### src/rtl/sfs_pkg.sv
package sfs_pkg;

  typedef enum logic [5:0] {
    OP_STOP  = 6'd0,
    OP_CMD   = 6'd1,
    OP_ADDR  = 6'd2,
    OP_DUMMY = 6'd3,
    OP_READ  = 6'd7,
    OP_WRITE = 6'd8
  } sfs_op_e;

  typedef struct packed {
    logic [5:0] op;
    logic [1:0] lanes;
    logic [7:0] arg;
  } sfs_instr_t;

  typedef enum logic [2:0] {
    ST_IDLE,
    ST_FETCH,
    ST_SHIFT,
    ST_NEXT,
    ST_FINISH
  } sfs_state_e;

  localparam logic [31:0] SFS_KEY = 32'h5AF0_5AF0;
  localparam logic [31:0] LOCK_CMD_LOCK   = 32'd1;
  localparam logic [31:0] LOCK_CMD_UNLOCK = 32'd2;

  localparam int REG_TRIG   = 0;
  localparam int REG_FLAGS  = 1;
  localparam int REG_IEN    = 2;
  localparam int REG_ADDR   = 3;
  localparam int REG_KEY    = 4;
  localparam int REG_LOCK   = 5;
  localparam int REG_STATUS = 6;

  // log2 of the number of active lines for a line code
  function automatic logic [1:0] lane_log2(input logic [1:0] code);
    case (code)
      2'd1:    return 2'd1;
      2'd2:    return 2'd2;
      default: return 2'd0;
    endcase
  endfunction

  // shifter steps needed to move one byte
  function automatic logic [7:0] steps_per_byte(input logic [1:0] lg);
    return 8'd8 >> lg;
  endfunction

endpackage

### src/rtl/sfs_fifo.sv
module sfs_fifo #(
  parameter int W     = 8,
  parameter int DEPTH = 16,
  localparam int AW   = $clog2(DEPTH)
) (
  input  logic         clk,
  input  logic         rst_n,
  input  logic         push,
  input  logic [W-1:0] wdata,
  input  logic         pop,
  output logic [W-1:0] rdata,
  output logic         valid,
  output logic         full
);

  logic [W-1:0] mem [DEPTH];
  logic [AW-1:0] wp_q, wp_n, rp_q, rp_n;
  logic [AW:0]   cnt_q, cnt_n;
  logic          do_push, do_pop;

  assign valid   = (cnt_q != '0);
  assign full    = (cnt_q == (AW+1)'(DEPTH));
  assign do_push = push && !full;
  assign do_pop  = pop && valid;
  assign rdata   = mem[rp_q];

  always_comb begin
    wp_n  = wp_q;
    rp_n  = rp_q;
    cnt_n = cnt_q;
    if (do_push) wp_n = wp_q + 1'b1;
    if (do_pop)  rp_n = rp_q + 1'b1;
    if (do_push && !do_pop)      cnt_n = cnt_q + 1'b1;
    else if (do_pop && !do_push) cnt_n = cnt_q - 1'b1;
  end

  always_ff @(posedge clk or negedge rst_n) begin
    if (!rst_n) begin
      wp_q  <= '0;
      rp_q  <= '0;
      cnt_q <= '0;
    end else begin
      wp_q  <= wp_n;
      rp_q  <= rp_n;
      cnt_q <= cnt_n;
    end
  end

  always_ff @(posedge clk) begin
    if (do_push) mem[wp_q] <= wdata;
  end

endmodule

### src/rtl/sfs_table.sv
module sfs_table #(
  parameter int WORDS = 64,
  localparam int AW   = $clog2(WORDS)
) (
  input  logic          clk,
  input  logic          we,
  input  logic [AW-1:0] waddr,
  input  logic [31:0]   wdata,
  input  logic [AW-1:0] raddr_eng,
  output logic [31:0]   rdata_eng,
  input  logic [AW-1:0] raddr_reg,
  output logic [31:0]   rdata_reg
);

  logic [31:0] mem [WORDS];

  always_ff @(posedge clk) begin
    if (we) mem[waddr] <= wdata;
  end

  assign rdata_eng = mem[raddr_eng];
  assign rdata_reg = mem[raddr_reg];

endmodule

### src/rtl/sfs_regs.sv
module sfs_regs
  import sfs_pkg::*;
#(
  parameter int SEQ_W  = 4,
  parameter int LEN_W  = 16,
  parameter int TBL_AW = 6,
  localparam int RA_W  = TBL_AW + 1
) (
  input  logic              clk,
  input  logic              rst_n,
  input  logic              reg_we,
  input  logic [RA_W-1:0]   reg_addr,
  input  logic [31:0]       reg_wdata,
  output logic [31:0]       reg_rdata,
  output logic              tbl_we,
  output logic [TBL_AW-1:0] tbl_idx,
  input  logic [31:0]       tbl_rdata,
  output logic              trig,
  output logic [SEQ_W-1:0]  trig_seq,
  output logic [LEN_W-1:0]  trig_len,
  output logic [31:0]       flash_addr,
  input  logic              eng_busy,
  input  logic              eng_done,
  output logic              ie_en,
  output logic              flag_done,
  output logic              flag_err,
  output logic              irq
);

  logic locked_q, locked_n;
  logic key_ok_q, key_ok_n;
  logic ie_q, ie_n;
  logic done_q, done_n;
  logic err_q, err_n;
  logic [31:0] addr_q, addr_n;
  logic sel_tbl;
  logic wr_trig, wr_flags, wr_ien, wr_addr, wr_key, wr_lock;

  assign sel_tbl  = reg_addr[RA_W-1];
  assign tbl_idx  = reg_addr[TBL_AW-1:0];
  assign wr_trig  = reg_we && !sel_tbl && (reg_addr == RA_W'(REG_TRIG));
  assign wr_flags = reg_we && !sel_tbl && (reg_addr == RA_W'(REG_FLAGS));
  assign wr_ien   = reg_we && !sel_tbl && (reg_addr == RA_W'(REG_IEN));
  assign wr_addr  = reg_we && !sel_tbl && (reg_addr == RA_W'(REG_ADDR));
  assign wr_key   = reg_we && !sel_tbl && (reg_addr == RA_W'(REG_KEY));
  assign wr_lock  = reg_we && !sel_tbl && (reg_addr == RA_W'(REG_LOCK));

  assign tbl_we   = reg_we && sel_tbl && !locked_q;
  assign trig     = wr_trig;
  assign trig_seq = reg_wdata[24 +: SEQ_W];
  assign trig_len = reg_wdata[LEN_W-1:0];

  assign flash_addr = addr_q;
  assign ie_en      = ie_q;
  assign flag_done  = done_q;
  assign flag_err   = err_q;
  assign irq        = done_q && ie_q;

  always_comb begin
    locked_n = locked_q;
    key_ok_n = key_ok_q;
    ie_n     = ie_q;
    addr_n   = addr_q;
    // every register write consumes a pending key
    if (reg_we) key_ok_n = 1'b0;
    if (wr_key) key_ok_n = (reg_wdata == SFS_KEY);
    if (wr_lock && key_ok_q) begin
      if (reg_wdata == LOCK_CMD_UNLOCK)    locked_n = 1'b0;
      else if (reg_wdata == LOCK_CMD_LOCK) locked_n = 1'b1;
    end
    if (wr_ien)  ie_n   = reg_wdata[0];
    if (wr_addr) addr_n = reg_wdata;
    done_n = (done_q && !(wr_flags && reg_wdata[0])) || eng_done;
    err_n  = (err_q && !(wr_flags && reg_wdata[1])) || (wr_trig && eng_busy);
  end

  always_ff @(posedge clk or negedge rst_n) begin
    if (!rst_n) begin
      locked_q <= 1'b1;
      key_ok_q <= 1'b0;
      ie_q     <= 1'b0;
      done_q   <= 1'b0;
      err_q    <= 1'b0;
      addr_q   <= '0;
    end else begin
      locked_q <= locked_n;
      key_ok_q <= key_ok_n;
      ie_q     <= ie_n;
      done_q   <= done_n;
      err_q    <= err_n;
      addr_q   <= addr_n;
    end
  end

  always_comb begin
    reg_rdata = '0;
    if (sel_tbl) reg_rdata = tbl_rdata;
    else begin
      case (reg_addr)
        RA_W'(REG_FLAGS):  reg_rdata = {30'd0, err_q, done_q};
        RA_W'(REG_IEN):    reg_rdata = {31'd0, ie_q};
        RA_W'(REG_ADDR):   reg_rdata = addr_q;
        RA_W'(REG_STATUS): reg_rdata = {30'd0, locked_q, eng_busy};
        default:           reg_rdata = '0;
      endcase
    end
  end

endmodule

### src/rtl/sfs_engine.sv
module sfs_engine
  import sfs_pkg::*;
#(
  parameter int INSTR_PER_SEQ = 8,
  parameter int SEQ_W         = 4,
  parameter int LEN_W         = 16,
  localparam int PTR_W        = $clog2(INSTR_PER_SEQ),
  localparam int TA_W         = SEQ_W + PTR_W - 1
) (
  input  logic             clk,
  input  logic             rst_n,
  input  logic             start,
  input  logic [SEQ_W-1:0] seq_id,
  input  logic [LEN_W-1:0] len,
  input  logic [31:0]      addr,
  output logic [TA_W-1:0]  tbl_raddr,
  input  logic [31:0]      tbl_rdata,
  input  logic [7:0]       tx_byte,
  input  logic             tx_valid,
  output logic             tx_pop,
  output logic             rx_push,
  output logic [7:0]       rx_byte,
  output logic             busy,
  output logic             done,
  output logic             sck,
  output logic             cs_n,
  output logic [3:0]       io_out,
  output logic [3:0]       io_oe,
  input  logic [3:0]       io_in
);

  sfs_state_e       state_q, state_n;
  logic [PTR_W-1:0] ptr_q, ptr_n;
  logic [SEQ_W-1:0] seq_q, seq_n;
  logic [LEN_W-1:0] len_q, len_n;
  logic [31:0]      addr_q, addr_n;
  logic [5:0]       op_q, op_n;
  logic [1:0]       lg_q, lg_n;
  logic [31:0]      sh_q, sh_n;
  logic [7:0]       units_q, units_n;
  logic [LEN_W-1:0] bytes_q, bytes_n;
  logic             phase_q, phase_n;
  logic [7:0]       rxs_q, rxs_n;

  sfs_instr_t ins;
  logic [1:0] lg_ins;
  logic [5:0] abits;
  logic [7:0] rx_cat;
  logic       drive, is_data;
  logic [7:0] tx_next;

  assign tbl_raddr = {seq_q, ptr_q[PTR_W-1:1]};
  assign ins       = ptr_q[0] ? tbl_rdata[31:16] : tbl_rdata[15:0];
  assign lg_ins    = lane_log2(ins.lanes);
  assign abits     = (ins.arg > 8'd32) ? 6'd32 : ins.arg[5:0];
  assign tx_next   = tx_valid ? tx_byte : 8'h00;
  assign is_data   = (op_q == OP_READ) || (op_q == OP_WRITE);

  always_comb begin
    case (lg_q)
      2'd0:    rx_cat = {rxs_q[6:0], io_in[1]};
      2'd1:    rx_cat = {rxs_q[5:0], io_in[1:0]};
      default: rx_cat = {rxs_q[3:0], io_in[3:0]};
    endcase
  end
  assign rx_byte = rx_cat;

  // pin drivers
  assign drive = (state_q == ST_SHIFT) &&
                 ((op_q == OP_CMD) || (op_q == OP_ADDR) || (op_q == OP_WRITE));
  always_comb begin
    io_out = 4'h0;
    io_oe  = 4'h0;
    if (drive) begin
      case (lg_q)
        2'd0:    begin io_out = {3'b0, sh_q[31]};    io_oe = 4'b0001; end
        2'd1:    begin io_out = {2'b0, sh_q[31:30]}; io_oe = 4'b0011; end
        default: begin io_out = sh_q[31:28];         io_oe = 4'b1111; end
      endcase
    end
  end

  assign sck  = (state_q == ST_SHIFT) && phase_q;
  assign cs_n = !((state_q == ST_FETCH) || (state_q == ST_SHIFT) || (state_q == ST_NEXT));
  assign busy = (state_q != ST_IDLE);

  always_comb begin
    state_n = state_q;
    ptr_n   = ptr_q;
    seq_n   = seq_q;
    len_n   = len_q;
    addr_n  = addr_q;
    op_n    = op_q;
    lg_n    = lg_q;
    sh_n    = sh_q;
    units_n = units_q;
    bytes_n = bytes_q;
    phase_n = phase_q;
    rxs_n   = rxs_q;
    tx_pop  = 1'b0;
    rx_push = 1'b0;
    done    = 1'b0;
    case (state_q)
      ST_IDLE: begin
        if (start) begin
          seq_n   = seq_id;
          len_n   = len;
          addr_n  = addr;
          ptr_n   = '0;
          state_n = ST_FETCH;
        end
      end
      ST_FETCH: begin
        op_n    = ins.op;
        lg_n    = lg_ins;
        phase_n = 1'b0;
        rxs_n   = '0;
        units_n = steps_per_byte(lg_ins);
        case (ins.op)
          OP_CMD: begin
            sh_n    = {ins.arg, 24'h0};
            state_n = ST_SHIFT;
          end
          OP_ADDR: begin
            sh_n    = addr_q << (6'd32 - abits);
            units_n = {2'b0, abits >> lg_ins};
            state_n = (abits == '0) ? ST_NEXT : ST_SHIFT;
          end
          OP_DUMMY: begin
            sh_n    = '0;
            units_n = ins.arg;
            state_n = (ins.arg == '0) ? ST_NEXT : ST_SHIFT;
          end
          OP_READ: begin
            bytes_n = LEN_W'(ins.arg);
            state_n = (ins.arg == '0) ? ST_NEXT : ST_SHIFT;
          end
          OP_WRITE: begin
            bytes_n = len_q;
            sh_n    = {tx_next, 24'h0};
            tx_pop  = tx_valid && (len_q != '0);
            state_n = (len_q == '0) ? ST_NEXT : ST_SHIFT;
          end
          default: state_n = ST_FINISH;
        endcase
      end
      ST_SHIFT: begin
        if (!phase_q) begin
          phase_n = 1'b1;
        end else begin
          phase_n = 1'b0;
          sh_n    = sh_q << (6'd1 << lg_q);
          rxs_n   = rx_cat;
          units_n = units_q - 1'b1;
          if (units_q == 8'd1) begin
            rx_push = (op_q == OP_READ);
            if (is_data && (bytes_q > LEN_W'(1))) begin
              bytes_n = bytes_q - 1'b1;
              units_n = steps_per_byte(lg_q);
              if (op_q == OP_WRITE) begin
                sh_n   = {tx_next, 24'h0};
                tx_pop = tx_valid;
              end
            end else begin
              state_n = ST_NEXT;
            end
          end
        end
      end
      ST_NEXT: begin
        if (ptr_q == PTR_W'(INSTR_PER_SEQ - 1)) state_n = ST_FINISH;
        else begin
          ptr_n   = ptr_q + 1'b1;
          state_n = ST_FETCH;
        end
      end
      ST_FINISH: begin
        done    = 1'b1;
        state_n = ST_IDLE;
      end
      default: state_n = ST_IDLE;
    endcase
  end

  always_ff @(posedge clk or negedge rst_n) begin
    if (!rst_n) begin
      state_q <= ST_IDLE;
      ptr_q   <= '0;
      seq_q   <= '0;
      len_q   <= '0;
      addr_q  <= '0;
      op_q    <= '0;
      lg_q    <= '0;
      sh_q    <= '0;
      units_q <= '0;
      bytes_q <= '0;
      phase_q <= 1'b0;
      rxs_q   <= '0;
    end else begin
      state_q <= state_n;
      ptr_q   <= ptr_n;
      seq_q   <= seq_n;
      len_q   <= len_n;
      addr_q  <= addr_n;
      op_q    <= op_n;
      lg_q    <= lg_n;
      sh_q    <= sh_n;
      units_q <= units_n;
      bytes_q <= bytes_n;
      phase_q <= phase_n;
      rxs_q   <= rxs_n;
    end
  end

endmodule

### src/rtl/sflash_seq.sv
module sflash_seq #(
  parameter int TBL_WORDS     = 64,
  parameter int INSTR_PER_SEQ = 8,
  parameter int FIFO_DEPTH    = 16,
  parameter int LEN_W         = 16,
  localparam int TBL_AW       = $clog2(TBL_WORDS),
  localparam int SEQ_W        = $clog2(TBL_WORDS / (INSTR_PER_SEQ / 2)),
  localparam int RA_W         = TBL_AW + 1
) (
  input  logic            clk,
  input  logic            rst_n,
  input  logic            reg_we,
  input  logic [RA_W-1:0] reg_addr,
  input  logic [31:0]     reg_wdata,
  output logic [31:0]     reg_rdata,
  input  logic            tx_push,
  input  logic [7:0]      tx_data,
  output logic            tx_full,
  input  logic            rx_pop,
  output logic [7:0]      rx_data,
  output logic            rx_valid,
  output logic            irq,
  output logic            sck,
  output logic            cs_n,
  output logic [3:0]      io_out,
  output logic [3:0]      io_oe,
  input  logic [3:0]      io_in
);

  logic [1:0] rst_pipe_q;
  logic       rst_sync_n;

  always_ff @(posedge clk or negedge rst_n) begin
    if (!rst_n) rst_pipe_q <= 2'b00;
    else        rst_pipe_q <= {rst_pipe_q[0], 1'b1};
  end
  assign rst_sync_n = rst_pipe_q[1];

  logic              tbl_we;
  logic [TBL_AW-1:0] tbl_idx, tbl_raddr;
  logic [31:0]       tbl_rdata_eng, tbl_rdata_reg;
  logic              trig;
  logic [SEQ_W-1:0]  trig_seq;
  logic [LEN_W-1:0]  trig_len;
  logic [31:0]       flash_addr;
  logic              eng_busy, eng_done;
  logic              ie_en, flag_done, flag_err;
  logic [7:0]        tx_byte, rx_byte;
  logic              tx_valid, tx_pop, rx_push, rx_full;

  sfs_regs #(.SEQ_W(SEQ_W), .LEN_W(LEN_W), .TBL_AW(TBL_AW)) regs_i (
    .clk(clk), .rst_n(rst_sync_n),
    .reg_we(reg_we), .reg_addr(reg_addr), .reg_wdata(reg_wdata), .reg_rdata(reg_rdata),
    .tbl_we(tbl_we), .tbl_idx(tbl_idx), .tbl_rdata(tbl_rdata_reg),
    .trig(trig), .trig_seq(trig_seq), .trig_len(trig_len), .flash_addr(flash_addr),
    .eng_busy(eng_busy), .eng_done(eng_done),
    .ie_en(ie_en), .flag_done(flag_done), .flag_err(flag_err), .irq(irq)
  );

  sfs_table #(.WORDS(TBL_WORDS)) table_i (
    .clk(clk), .we(tbl_we), .waddr(tbl_idx), .wdata(reg_wdata),
    .raddr_eng(tbl_raddr), .rdata_eng(tbl_rdata_eng),
    .raddr_reg(tbl_idx), .rdata_reg(tbl_rdata_reg)
  );

  sfs_engine #(.INSTR_PER_SEQ(INSTR_PER_SEQ), .SEQ_W(SEQ_W), .LEN_W(LEN_W)) engine_i (
    .clk(clk), .rst_n(rst_sync_n),
    .start(trig), .seq_id(trig_seq), .len(trig_len), .addr(flash_addr),
    .tbl_raddr(tbl_raddr), .tbl_rdata(tbl_rdata_eng),
    .tx_byte(tx_byte), .tx_valid(tx_valid), .tx_pop(tx_pop),
    .rx_push(rx_push), .rx_byte(rx_byte),
    .busy(eng_busy), .done(eng_done),
    .sck(sck), .cs_n(cs_n), .io_out(io_out), .io_oe(io_oe), .io_in(io_in)
  );

  sfs_fifo #(.W(8), .DEPTH(FIFO_DEPTH)) tx_fifo_i (
    .clk(clk), .rst_n(rst_sync_n),
    .push(tx_push), .wdata(tx_data), .pop(tx_pop),
    .rdata(tx_byte), .valid(tx_valid), .full(tx_full)
  );

  sfs_fifo #(.W(8), .DEPTH(FIFO_DEPTH)) rx_fifo_i (
    .clk(clk), .rst_n(rst_sync_n),
    .push(rx_push), .wdata(rx_byte), .pop(rx_pop),
    .rdata(rx_data), .valid(rx_valid), .full(rx_full)
  );

endmodule

### config.mk
export PLATFORM = sky130hd
export DESIGN_NAME = sflash_seq
export DESIGN_NICKNAME = d
export VERILOG_FILES = /design/src/rtl/sfs_pkg.sv /design/src/rtl/sfs_fifo.sv /design/src/rtl/sfs_table.sv /design/src/rtl/sfs_regs.sv /design/src/rtl/sfs_engine.sv /design/src/rtl/sflash_seq.sv
export SDC_FILE = /design/constraint.sdc
export NUM_CORES = 2
export LEC_CHECK = 0
export BUFFER_PORTS_ARGS = -buffer_cell sky130_fd_sc_hd__buf_4
export CAP_MARGIN = 20
export CORE_MARGIN = 2
export CORE_UTILIZATION = 45
export CTS_CLUSTER_DIAMETER = 200
export CTS_CLUSTER_SIZE = 40
export DETAILED_ROUTE_END_ITERATION = 8
export SLEW_MARGIN = 30
export SYNTH_ARGS = -nofsm -noshare
export SYNTH_HDL_FRONTEND = slang
export SYNTH_HIERARCHICAL = 1
export SYNTH_SLANG_ARGS = --single-unit
### constraint.sdc
create_clock -name clk -period 6.8 [get_ports clk]
set_input_delay 0.34 -clock clk [delete_from_list [all_inputs] [get_ports clk]]
set_output_delay 0.34 -clock clk [all_outputs]
set_load 0.1 [all_outputs]
After elaboration in Yosys (flattened, before gate mapping)
Memory sizes are Yosys's and may differ from the RTL's.
Cells that the tools add are included.
- register bits after elaboration: 195
- RAM bits: 2304
- input port bits: 56
- output and inout bits: 53
- word-level logic and storage cells: 223
- memories kept: 3
- $add $sub $neg: 12
- $lt $le $gt $ge: 2
- equality and inequality tests: 37
- shift operators: 6
- mux-type cells: 68
- reduce and logical (&&, ||, !) cells: 70
- memories (memory ; depth ; bits a word ; rd ports ; clocked after Yosys merged registers in ; wr ports ; line ; RTL):
    table_i.mem ; 64 ; 32 ; 2 ; 0 ; 1 ; sfs_table.sv:15 ; logic [31:0] mem [WORDS];
    rx_fifo_i.mem ; 16 ; 8 ; 1 ; 0 ; 1 ; sfs_fifo.sv:16 ; logic [W-1:0] mem [DEPTH];
    tx_fifo_i.mem ; 16 ; 8 ; 1 ; 0 ; 1 ; sfs_fifo.sv:16 ;
- operator list (cell ; count):
    $pmux W32 S4 ; 2
    $mux W32 ; 5
    $mux W16 ; 4
    $pmux W16 S2 ; 2
    $pmux W32 S2 ; 1
    $shl A32 B6 Y32 ; 2
    $pmux W8 S2 ; 3
    $eq A32 B1 Y1 const B ; 1
    $eq A32 B2 Y1 const B ; 1
    $eq A32 B31 Y1 const B ; 1
    $mux W8 ; 4
    $logic_and A1 B1 Y1 ; 28
    $pmux W3 S4 ; 2
    $mux W1 ; 23
    $eq A7 B3 Y1 const B ; 3
    $mux W3 ; 7
    $mux W5 ; 4
    $eq A6 B2 Y1 const B ; 3
    $add A4 B1 Y4 const B ; 4
    $gt A16 B1 Y1 const B ; 1
    $logic_not A16 Y1 ; 1
    $pmux W4 S2 ; 2
    $reduce_bool A16 Y1 ; 1
    $shr A4 B2 Y8 const A ; 2
    other kinds (47) ; 88

Longest topological paths before layout
- word-level depth: 11
- gate-level depth with buffers: 26
- depth with buffers taken out: 18

By module
Netlist, hierarchy kept.
- modules (own cells, without submodules) (module ; instances ; cells an instance ; area an instance (µm²) ; sequential area each (µm²)):
    sfs_table ; 1 ; 4348 ; 94379.3 ; 61499.0
    sfs_engine ; 1 ; 1070 ; 9873.2 ; 3253.1
    sfs_fifo (rx_fifo_i) ; 1 ; 333 ; 5820.6 ; 4169.0
    sfs_fifo (tx_fifo_i) ; 1 ; 318 ; 5813.1 ; 4169.0
    sfs_regs ; 1 ; 191 ; 2343.5 ; 927.1
    sflash_seq ; 1 ; 3 ; 53.8 ; 50.0

Worst setup path after synthesis
Ideal clock, no wire load.
- path type: flip-flop to flip-flop
- start: register engine_i.ptr_q[1]
- end: register engine_i.sh_q[29]
- library setup time: 0.141 ns
- arrival time: 5.195 ns
- data required time: 6.659 ns
- slack: 1.463 ns
- cell stages (with the launch flop): 23
- buffers on the path: 8
- clock period less this slack: 5.337 ns
- cell sequence: dfrtp_1 > buf_4 > buf_6 > buf_6 > buf_2 > mux4_2 > mux4_2 > o22ai_1 > a21oi_1 > mux2_1 > o211a_1 > buf_6 > inv_2 > buf_2 > ha_1 > buf_1 > xor2_2 > buf_6 > mux2_2 > mux4_2 > a22o_1 > o21ai_1 > a31oi_1
- longest elaborated chain between the ends: 8
- elaborated cells between the ends (all ways): 14
- those cells by class: add/sub (1); order compare (1); eq/ne (5); shift (1); mux (4); reduce/logical (1); memory (1)
- ends and longest elaborated chain (what ; line ; RTL):
    start, declared ; sfs_engine.sv:33 ; logic [PTR_W-1:0] ptr_q, ptr_n;
    start signal, assigned ; sfs_engine.sv:201 ; ptr_q <= ptr_n;
    $mem_v2 Z64 W32 * ; - ;
    net tbl_rdata_eng[16] ; sflash_seq.sv:41 ; logic [31:0] tbl_rdata_eng, tbl_rdata_reg;
    $mux W16 * ; sfs_engine.sv:53 ; assign ins = ptr_q[0] ? tbl_rdata[31:16] : tbl_rdata[15:0];
    $gt A8 B6 Y1 ; sfs_engine.sv:55 ; assign abits = (ins.arg > 8'd32) ? 6'd32 : ins.arg[5:0];
    $mux W6 * ; sfs_engine.sv:55 ;
    $sub A6 B6 Y6 * ; sfs_engine.sv:125 ; sh_n = addr_q << (6'd32 - abits);
    $shl A32 B6 Y32 * ; sfs_engine.sv:125 ;
    $pmux W32 S4 * ; sfs_engine.sv:119 ; case (ins.op)
    $pmux W32 S2 * ; sfs_engine.sv:103 ; case (state_q)
    end signal, assigned ; sfs_engine.sv:207 ; sh_q <= sh_n;
    end, declared ; sfs_engine.sv:39 ; logic [31:0] sh_q, sh_n;
Mark *: on every way through the listed nets, which the timed path passes. The rest lies on a longest branch.
A chain may end at the register's enable or synchronous reset.

Worst setup path after layout
- start: register engine_i.ptr_q[2]
- end: register engine_i.sh_q[31]
- longest elaborated chain between the ends: 8
- elaborated cells between the ends (all ways): 14
- those cells by class: add/sub (1); order compare (1); eq/ne (5); shift (1); mux (4); reduce/logical (1); memory (1)
- ends and longest elaborated chain (what ; line):
    $mem_v2 Z64 W32 * ; -
    net tbl_rdata_eng[23] ; sflash_seq.sv:41
    $mux W16 * ; sfs_engine.sv:53
    $gt A8 B6 Y1 ; sfs_engine.sv:55
    $mux W6 ; sfs_engine.sv:55
    $sub A6 B6 Y6 ; sfs_engine.sv:125
    $shl A32 B6 Y32 ; sfs_engine.sv:125
    $pmux W32 S4 * ; sfs_engine.sv:119
    $pmux W32 S2 * ; sfs_engine.sv:103
Marked as above.

==> impl_metrics.yaml <==
yosys:
  yosysTopAreaCellShare_pct: 58.49
  yosysWarningCount: 6
  synthTopCellsByArea: "edfxtp_1 (58%), mux4_2 (23%), dfrtp_1 (4.1%)"
  synth_ff_type: "edfxtp_1"
  synthArstFlopShare_pct: 7.803
  ys_ff_latch: 2499
  synth_nets: 6348
  synth_common_cells: "edfxtp_1 (2,304), mux4_2 (1,198), mux2i_1 (337), nand2_1 (275), nor2_1 (210)"
  synth_most_common_cell: "edfxtp_1"
  synth_top_cell_by_area: "edfxtp_1"
  ys_types: 97
  synth_edf_count: 2304
  netlist_area_um2: 118300
  yosysSeqAreaShare_pct: 62.62
  syn_inst: 6263
  syn_area_per_cell_um2: 18.89
sta:
  max_freq_ghz: 0.1522
  rsz0062_at_grt: "false"
  report.final.slew_viol_count: 0
  clock_skew_ns: 0.05256
  layout_min_cycle_time_ns: 6.570
  finalCritPeriodShare_pct: 96.62
  slew_headroom_pct: 22.09
  tns_ns: 0
  setup_viol: 0
  tightest_slew_ns: 1.169
  finalHoldViolations: 0
global_route:
  gr-usage-met1_pct: 40.29
  grt_use_total_pct: 28.16
  grt_max_degree: 74
  grt.busiest_layer: "met2"
  met3_usage_pct: 5.802
  grt_pass1_vias: 65980
  met2_usage_pct: 43.49
  grt_pass1_wl_um: 524500
  antenna_found_initial: 23
  grt.overflow.total: 0
die:
  rows: 188
  core_area_um2: 261800
  die-width_um: 516.7
  die_area_um2: 267000
  io_pins: 109
  die_h_um: 516.7
  start_util_pct: 45.18
clock_network:
  clkLatencyLatePin_ns: 0.82
  cts_tree: "done"
  path_clk_slew_ns: 0.16
  cts_num_sinks: 2499
  cts_buffers: 72
  root_buffer: "clkbuf_16"
  htreeDepth: 3
  clock_path_buffers: 3
route:
  drt-vias-per-instance: 6.908
  dr.first_iter.drc_count: 9788
  wire_per_inst_um: 38.49
  drc_errors: 0
  routed_wl_um: 378900
  dr.pass1.iters: 6
  vias: 67990
  ant_nets: 0
run:
  drv_cap: 0
setup_path:
  cp_data_required_time_ns: 7.51
  crit_path_end_kind: "flip-flop"
  cp_slowest_cell: "dfrtp_4"
  cpPeakStageDelay_ns: 0.92
  criticalPathCategory: "flip-flop to flip-flop"
  startpoint_type: "flip-flop"
  path_cells: "buf_12 -> or3b_2 -> o221ai_1 -> a21oi_2 -> nor2_2 -> o22ai_2 -> nor3b_1 -> o221ai_1 -> ha_2 -> xor2_2 -> buf_12 -> mux2i_1 -> mux4_2 -> mux2i_1 -> and3_1 -> o32a_1"
  arrival_ns: 7.28
  crit_fanout: 48
power:
  p_total_mw: 30.31
  ir_drop_uv: 441.9
  p_sw_share_pct: 28.83
  p_int_mw: 21.57
  p_leak_nw: 38.80
  netSwitchingPower_mw: 8.738
  p_comb_share_pct: 20.5
  power_density_nw_per_um2: 238.9
  seqPwrFrac_pct: 57.8
  clockPowerShare_pct: 21.8
placed_design:
  gp_congestion: 0.9732
  dp_hpwl_um: 236300
  portBuffers: 108
  placed_area_um2: 124400
cells_and_area:
  final_cell_area_um2: 126900
  drive_gt1_share_pct: 31.40
  final_net_count: 6352
  area_growth_pct: 7.264
status:
  status: "completed"
hold_path:
  min_path_type: "input pin to flip-flop"
## critical path, delay by kind of cell (launching register included)
kind	cells	cell delay (ns)
DFF	1	0.92
and+or+nand+nor	4	0.99
AOI/OAI and AO/OA	5	2.27
xor gates and xnor gates	1	0.20
muxes	3	0.94
buffers and inverters	2	0.60
adders and majority gates	1	0.43
## logic make-up (layout without fill, tap and decap cells)
kind of cell,count (synthesis),count (layout),share of synthesized area (%)
AO/OA/AOI/OAI,757,757,4.397
adder cells (fa/ha/maj),30,30,0.3279
flip-flops,2499,2499,62.62
buffers and inverters,533,583,2.394
XOR/XNOR,26,26,0.1989
multiplexers,1685,1685,27.19
AND/OR/NAND/NOR,732,732,2.870
other,1,15,0.003170
## stage by stage
step           util (%)  hold WS (ns)  setup WS [ns]  instances
2_1_floorplan         -       0.04441         0.9656       6263
3_3_place_gp      47.40        0.1231        -0.4088       9666
3_5_place_dp      47.52        0.1256         0.2816       9679
4_1_cts           48.40       0.03536         0.2207       9825
5_1_grt           48.45       0.08362        0.05299       9833
6_report          48.46       0.09038         0.2300       9842
## worst paths after layout
check,startpoint,cells after the start,endpoint,slack (ns)
setup reg to reg,engine_i/ptr_q[2],16,engine_i/sh_q[31],0.23
hold reg to reg,rst_pipe_q[1],0,tx_fifo_i/rp_q[1],0.27
max in group asynchronous,rst_pipe_q[1],1,rx_fifo_i/rp_q[0],5.28
setup / recovery,engine_i/ptr_q[2],16,engine_i/sh_q[31],0.23
hold / removal,reg_wdata[19],1,table_i/mem[22][19],0.09
min in group asynchronous,rst_pipe_q[1],0,tx_fifo_i/rp_q[1],0.27
## area by class of cell
class                   count  area, um2
repair buffers            430       4133
diodes                     14      35.03
clock buffers             115       1984
multi-input cells        3231      42040
fillers                 21420     134900
well taps                3515       4398
clock inverters             5      65.06
flip-flops and latches   2499      74100
inverters                  33      123.9
## per-layer routing
metal	vias to the layer above	wire length, um	share of wire (%)
met4	10	13970	3.7
met1	37000	148800	39
met3	566	40740	11
met5	-	68	0.018
li1	26460	-	-
met2	3946	175300	46
## state kept, by name, summed over array words and instances, names as in the netlist, 6 cells and up
register and count:
table_i/mem 2048, rx_fifo_i/mem 128, tx_fifo_i/mem 128, engine_i/addr_q 32, engine_i/sh_q 32, regs_i/flash_addr 32, engine_i/bytes_q 16, engine_i/len_q 16
engine_i/units_q 8, engine_i/rxs_q 7, engine_i/op_q 6
## cell usage in the layout (no fill, tap or decap), types with 31 or more instances in the layout
cell type  count
edfxtp_1    2304
mux4_2      1198
buf_4        338
mux2i_1      336
nand2_1      274
dfrtp_1      182
nor2_1       144
a21oi_1      121
o21ai_0      120
a22oi_1      108
mux2_2       108
clkbuf_16     73
o22ai_1       65
nor2_4        64
buf_12        51
o21ai_1       48
clkbuf_1      42
nand3_1       41
o211ai_1      41
a22o_1        35
mux2_4        31
## power groups by stage
stage | Combinational, mW | Sequential (mW) | Clock (mW)
2_1_floorplan | 4.35 | 17.6 | 0
3_3_place_gp | 6.06 | 17.8 | 0
3_5_place_dp | 6.11 | 17.8 | 0
4_1_cts | 6.14 | 17.5 | 6.74
5_1_grt | 6.53 | 17.5 | 7.18
6_report | 6.21 | 17.5 | 6.60
## what timing repair did
| item | 4_1_cts | 5_1_grt |
|---|---|---|
| resized for setup | 0 | 1 |
| hold buffers | 26 | 0 |
| setup buffers | 0 | 0 |
| endpoints found under the setup margin | 0 | 20 |
| endpoints found under the hold margin | 346 | 0 |
Power figures use the tool's default switching activity.
